## src/rtl/disp_wr_pkg.sv

```systemverilog
package disp_wr_pkg;
  localparam int unsigned DEF_DEPTH = 80;
  localparam int unsigned DEF_DW    = 4;
  localparam int unsigned DEF_DEV_W = 3;

  typedef enum logic [1:0] {
    OP_IDLE  = 2'd0,
    OP_STEP  = 2'd1,
    OP_LOAD  = 2'd2
  } ptr_op_e;
endpackage

```

## src/rtl/disp_ptr_ctrl.sv

```systemverilog
module disp_ptr_ctrl
  import disp_wr_pkg::*;
#(
  parameter int unsigned DEPTH = DEF_DEPTH,
  parameter int unsigned DEV_W = DEF_DEV_W,
  localparam int unsigned PTR_W = $clog2(DEPTH)
) (
  input  logic             clk_i,
  input  logic             rst_ni,
  input  logic [DEV_W-1:0] dev_id_i,
  input  logic             wr_valid_i,
  input  logic             ld_ptr_i,
  input  logic [PTR_W-1:0] ptr_val_i,
  input  logic             ld_dev_i,
  input  logic [DEV_W-1:0] dev_val_i,
  output logic [PTR_W-1:0] ptr_o,
  output logic [DEV_W-1:0] dev_cnt_o,
  output logic             store_o
);
  localparam logic [PTR_W-1:0] LAST = PTR_W'(DEPTH - 1);

  ptr_op_e          op;
  logic [PTR_W-1:0] ptr_q, ld_ptr_safe;
  logic [DEV_W-1:0] dev_q;

  always_comb begin
    if (ld_ptr_i || ld_dev_i) op = OP_LOAD;
    else if (wr_valid_i)      op = OP_STEP;
    else                      op = OP_IDLE;
  end

  // out-of-range load values fall back to entry 0
  assign ld_ptr_safe = (ptr_val_i > LAST) ? '0 : ptr_val_i;

  always_ff @(posedge clk_i or negedge rst_ni) begin
    if (!rst_ni) begin
      ptr_q <= '0;
      dev_q <= '0;
    end else begin
      unique case (op)
        OP_LOAD: begin
          if (ld_ptr_i) ptr_q <= ld_ptr_safe;
          if (ld_dev_i) dev_q <= dev_val_i;
        end
        OP_STEP: begin
          if (ptr_q == LAST) begin
            ptr_q <= '0;
            dev_q <= dev_q + 1'b1;
          end else begin
            ptr_q <= ptr_q + 1'b1;
          end
        end
        default: ;
      endcase
    end
  end

  assign store_o   = (op == OP_STEP) && (dev_q == dev_id_i);
  assign ptr_o     = ptr_q;
  assign dev_cnt_o = dev_q;
endmodule

```

## src/rtl/disp_mem.sv

```systemverilog
module disp_mem
  import disp_wr_pkg::*;
#(
  parameter int unsigned DEPTH = DEF_DEPTH,
  parameter int unsigned DW    = DEF_DW,
  localparam int unsigned PTR_W = $clog2(DEPTH)
) (
  input  logic             clk_i,
  input  logic             rst_ni,
  input  logic             we_i,
  input  logic [PTR_W-1:0] wa_i,
  input  logic [DW-1:0]    wd_i,
  input  logic [PTR_W-1:0] ra_i,
  output logic [DW-1:0]    rd_o
);
  logic [DW-1:0] cell_q [DEPTH];

  for (genvar g = 0; g < DEPTH; g++) begin : g_cell
    always_ff @(posedge clk_i or negedge rst_ni) begin
      if (!rst_ni)                           cell_q[g] <= '0;
      else if (we_i && wa_i == PTR_W'(g))    cell_q[g] <= wd_i;
    end
  end

  always_comb begin
    rd_o = '0;
    for (int i = 0; i < DEPTH; i++)
      if (ra_i == PTR_W'(i)) rd_o = cell_q[i];
  end
endmodule

```

## src/rtl/disp_ram_writer.sv

```systemverilog
module disp_ram_writer
  import disp_wr_pkg::*;
#(
  parameter int unsigned DEPTH = DEF_DEPTH,
  parameter int unsigned DW    = DEF_DW,
  parameter int unsigned DEV_W = DEF_DEV_W,
  localparam int unsigned PTR_W = $clog2(DEPTH)
) (
  input  logic             clk_i,
  input  logic             rst_ni,
  input  logic [DEV_W-1:0] dev_id_i,
  input  logic             wr_valid_i,
  input  logic [DW-1:0]    wr_data_i,
  input  logic             ld_ptr_i,
  input  logic [PTR_W-1:0] ptr_val_i,
  input  logic             ld_dev_i,
  input  logic [DEV_W-1:0] dev_val_i,
  input  logic [PTR_W-1:0] rd_addr_i,
  output logic [DW-1:0]    rd_data_o,
  output logic [PTR_W-1:0] ptr_o,
  output logic [DEV_W-1:0] dev_cnt_o
);
  logic             store;
  logic [PTR_W-1:0] ptr;

  disp_ptr_ctrl #(.DEPTH(DEPTH), .DEV_W(DEV_W)) u_ptr (
    .clk_i, .rst_ni, .dev_id_i, .wr_valid_i, .ld_ptr_i, .ptr_val_i,
    .ld_dev_i, .dev_val_i, .ptr_o(ptr), .dev_cnt_o, .store_o(store)
  );

  disp_mem #(.DEPTH(DEPTH), .DW(DW)) u_mem (
    .clk_i, .rst_ni, .we_i(store), .wa_i(ptr), .wd_i(wr_data_i),
    .ra_i(rd_addr_i), .rd_o(rd_data_o)
  );

  assign ptr_o = ptr;
endmodule

```

## config.mk

```make
export PLATFORM = sky130hd
export DESIGN_NAME = disp_ram_writer
export DESIGN_NICKNAME = d
export VERILOG_FILES = /design/src/rtl/disp_wr_pkg.sv /design/src/rtl/disp_ptr_ctrl.sv /design/src/rtl/disp_mem.sv /design/src/rtl/disp_ram_writer.sv
export SDC_FILE = /design/constraint.sdc
export NUM_CORES = 1
export LEC_CHECK = 0
export BUFFER_PORTS_ARGS = -buffer_cell sky130_fd_sc_hd__buf_2
export CORE_AREA = 2 2 160 201
export DETAILED_ROUTE_END_ITERATION = 8
export DIE_AREA = 0 0 162 203
export GPL_TIMING_DRIVEN = 1
export PLACE_DENSITY = 0.73
export SKIP_LAST_GASP = 1
export SLEW_MARGIN = 20
export SYNTH_ARGS = -nofsm -noshare
export SYNTH_HDL_FRONTEND = slang
export SYNTH_HIERARCHICAL = 1
export SYNTH_SLANG_ARGS = --single-unit
```

## constraint.sdc

```tcl
create_clock -name clk_i -period 2.2 [get_ports clk_i]
set_input_delay 0.22 -clock clk_i [delete_from_list [all_inputs] [get_ports clk_i]]
set_output_delay 0.22 -clock clk_i [all_outputs]
set_load 0.005 [all_outputs]
```

==> results.cfg <==
[place]
placed_area_mm2 = 0.0205
port_buffers = 42
dp_hpwl_mm = 48.1
gp_congestion = 1.02

[routing]
first_pass_iters = 6
ant_nets = 0
drt-total-wl_mm = 73.8
drcViolationCount = 0
drt_iter0_markers = 2231
post_drt_via_cell_ratio = 6.84
wl_per_cell_um = 31.8
via_count = 15900

[power_and_ir_drop]
vdd_drop_max_mv = 0.628
power_density_mw_per_mm2 = 585
leakage_nw = 11.2

[timing]
timing.setup.tns_ps = -57480
hold_viol = 0
layout_min_cycle_time_ps = 2970
finalClockSkew_ps = 34.2
fin_crit_sh_pct = 135
report.final.slew_viol_count = 0
setup_ws_ps = -768
rsz0062_at_grt = yes
setup_viol_count_final = 307
fmax_mhz = 337
worst_pin_slew_ps = 1170
relSlewSlack_pct = 22.2

[synthesis]
ys_top_cells_by_count = 334 x mux2_2, 330 x dfrtp_1, 92 x nand2_1, 92 x nor2_1, 75 x o21ai_0
synth.most_common_cell = mux2_2
synthTopCellsByArea = dfrtp_1 48%, mux2_2 22%, o21ai_0 2.2%, a21oi_1 2.1%, nand2_1 2.0%
syn_area_per_cell_um2 = 11.2
synth_ff_type = dfrtp_1
netlist_area_mm2 = 0.0174
ys_ff_latch = 330
synthCells = 1554
synth_edf_count = 0
yosysSeqAreaShare_pct = 47.5
syn-num-nets = 1585
async_flop_share_pct = 100
synth_top_area_share_pct = 47.5
synth_top_area_cell = dfrtp_1
yosysWarnings = 6
yosysUniqueCellTypes = 83

[die]
ioPinCount = 43
initial_core_util_pct = 56.4
die_h_um = 203
coreArea_mm2 = 0.0308
dieArea_mm2 = 0.0329
fp-row-count = 72
dieWidth_um = 162

[grt]
grt_max_degree = 81
grt_overflow_total = 0
grt_pass1_vias = 16000
antenna_found_initial = 0
grt_pass1_wl_mm = 106
grt_usage_pct = 43.6

[clocking]
cts_tree = done
clockRootBuffer = clkbuf_16
cts.htree.levels = 2
cts.path.max_buffers = 3
cts_made_buffers = 35
cts_sinks = 330
clkLatencyLatePin_ps = 560
clk_pin_slew_ps = 70

[worst_setup_path]
cp-start-kind = flop
cp_slowest_cell = dfrtp_1
crit_family = compound AO/OA/AOI/OAI gates
crit_path_max_fanout = 2
critical_path_required_ps = 1980
end_kind = primary output
critPathMaxStageDelay_ps = 370
cp_data_arrival_time_ps = 2750
cp_cell_sequence = or3b_1, a32oi_1, o32ai_1, a21o_1, a311oi_2, o211ai_1, a21oi_2, buf_2
worstSetupPathType = reg -> out
crit_buf_inv = 1

[cells_and_area]
multi_input_area_mm2 = 0.0103
drive_above_1_share_pct = 50.5
area_delta_synth_final_pct = 39.4
post-route-util_pct = 78.6
nets = 1921
fillCellCount = 1775
n_antenna_cell = 0
register_area_mm2 = 0.00826
fin_area_mm2 = 0.0242

[flow_run]
maxCapViolations = 0

[hold_path]
min_path_type = in -> reg

[run_status]
status = finished, violations left
violations = setup timing
routing by layer:
metal | up-vias | GRT usage (%) | wire, µm
li1 | 6447 | - | -
met1 | 8091 | 58.7 | 28500
met2 | 1053 | 67.2 | 33200
met3 | 299 | 8.70 | 7050
met4 | 0 | 22.4 | 4970
met5 | - | 0 | 0
cell type report:
type                    count  share of cell area (%)
repair buffers            423                    16.2
flip-flops and latches    330                    34.1
well taps                 407                    2.10
inverters                  13                   0.227
clock inverters            16                   0.620
multi-input cells        1087                    42.7
clock buffers              47                    4.10
worst register-to-register path, delay by kind of cell (launching register included):
| family | cells | cell delay [ps] |
|---|---|---|
| simple gates | 4 | 870 |
| buf+inv | 4 | 630 |
| flops | 1 | 390 |
| mux | 1 | 300 |
| xor+xnor | 1 | 160 |
power breakdown:
group	internal [mW]	switching, mW	leakage, nW
sequential	6.14	0.0989	4.58
clock	3.34	2.65	0.554
combinational	0.719	1.22	6.05
total	10.2	3.97	11.2
per-stage QoR:
step	setup WS, ps	instances	hold slack (ps)	power [mW]
after detailed placement	-829	2236	228	7.97
after global placement	-717	2236	218	7.96
after floorplan	14.0	1554	-75.6	7.03
final	-768	2323	46.0	14.2
after CTS	-751	2313	13.3	14.0
after global routing	-732	2323	68.7	14.5
layout by cell type, fill, tap and decap left out, types with 9 or more instances in the layout:
cell,instances
buf_6,58
nor2b_1,26
nand2_4,13
mux2i_1,26
buf_4,268
dlygate4sd3_1,11
nand2b_1,14
a31oi_1,13
o32ai_1,11
dfrtp_1,329
o22ai_1,23
clkbuf_16,36
o211ai_1,15
nor2_1,40
nor2_4,52
mux2_2,133
mux2_4,202
o21ai_0,68
nor3_1,27
nand2_8,22
a22oi_1,19
a21oi_1,69
nand3_1,22
a32oi_1,9
buf_2,38
buf_12,46
a211oi_1,22
nand2_1,50
o221ai_1,13
inv_1,10
worst paths after layout:
kind	start	to	slack (ps)	cells after the start
min in group asynchronous	rst_ni	u_mem/cell_q[38]	270	2
hold / removal	ptr_val_i[6]	u_ptr/ptr_o[5]	50	4
hold reg to reg	u_mem/cell_q[270]	u_mem/cell_q[270]	500	1
setup reg to reg	u_ptr/dev_cnt_o[2]	u_mem/cell_q[124]	-290	10
max in group asynchronous	rst_ni	u_mem/cell_q[124]	1160	3
setup / recovery	u_mem/cell_q[109]	rd_data_o[1]	-770	8
state kept, by name, summed over array words and instances, names as in the netlist:
register         count
u_ptr/ptr_o          7
u_mem/cell_q       320
u_ptr/dev_cnt_o      3
cell families after synthesis:
group	after synthesis	share of synthesized area, %
AND/OR/NAND/NOR	367	11.1
AO/OA/AOI/OAI	347	13.4
adder cells (fa/ha/maj)	2	0.144
flip-flops	330	47.5
XOR/XNOR	7	0.353
multiplexers	364	23.6
buffers and inverters	137	3.86
what timing repair did:
| item | in CTS | in global routing |
|---|---|---|
| pin swaps | 56 | 29 |
| resized for setup | 404 | 129 |
| buffers inserted | 9 | 16 |
| setup endpoints to repair | 323 | 325 |
| endpoints found under the hold margin | 58 | 0 |
| hold buffers | 11 | 0 |
| gates cloned | 0 | 0 |
Power figures use the tool's default switching activity.
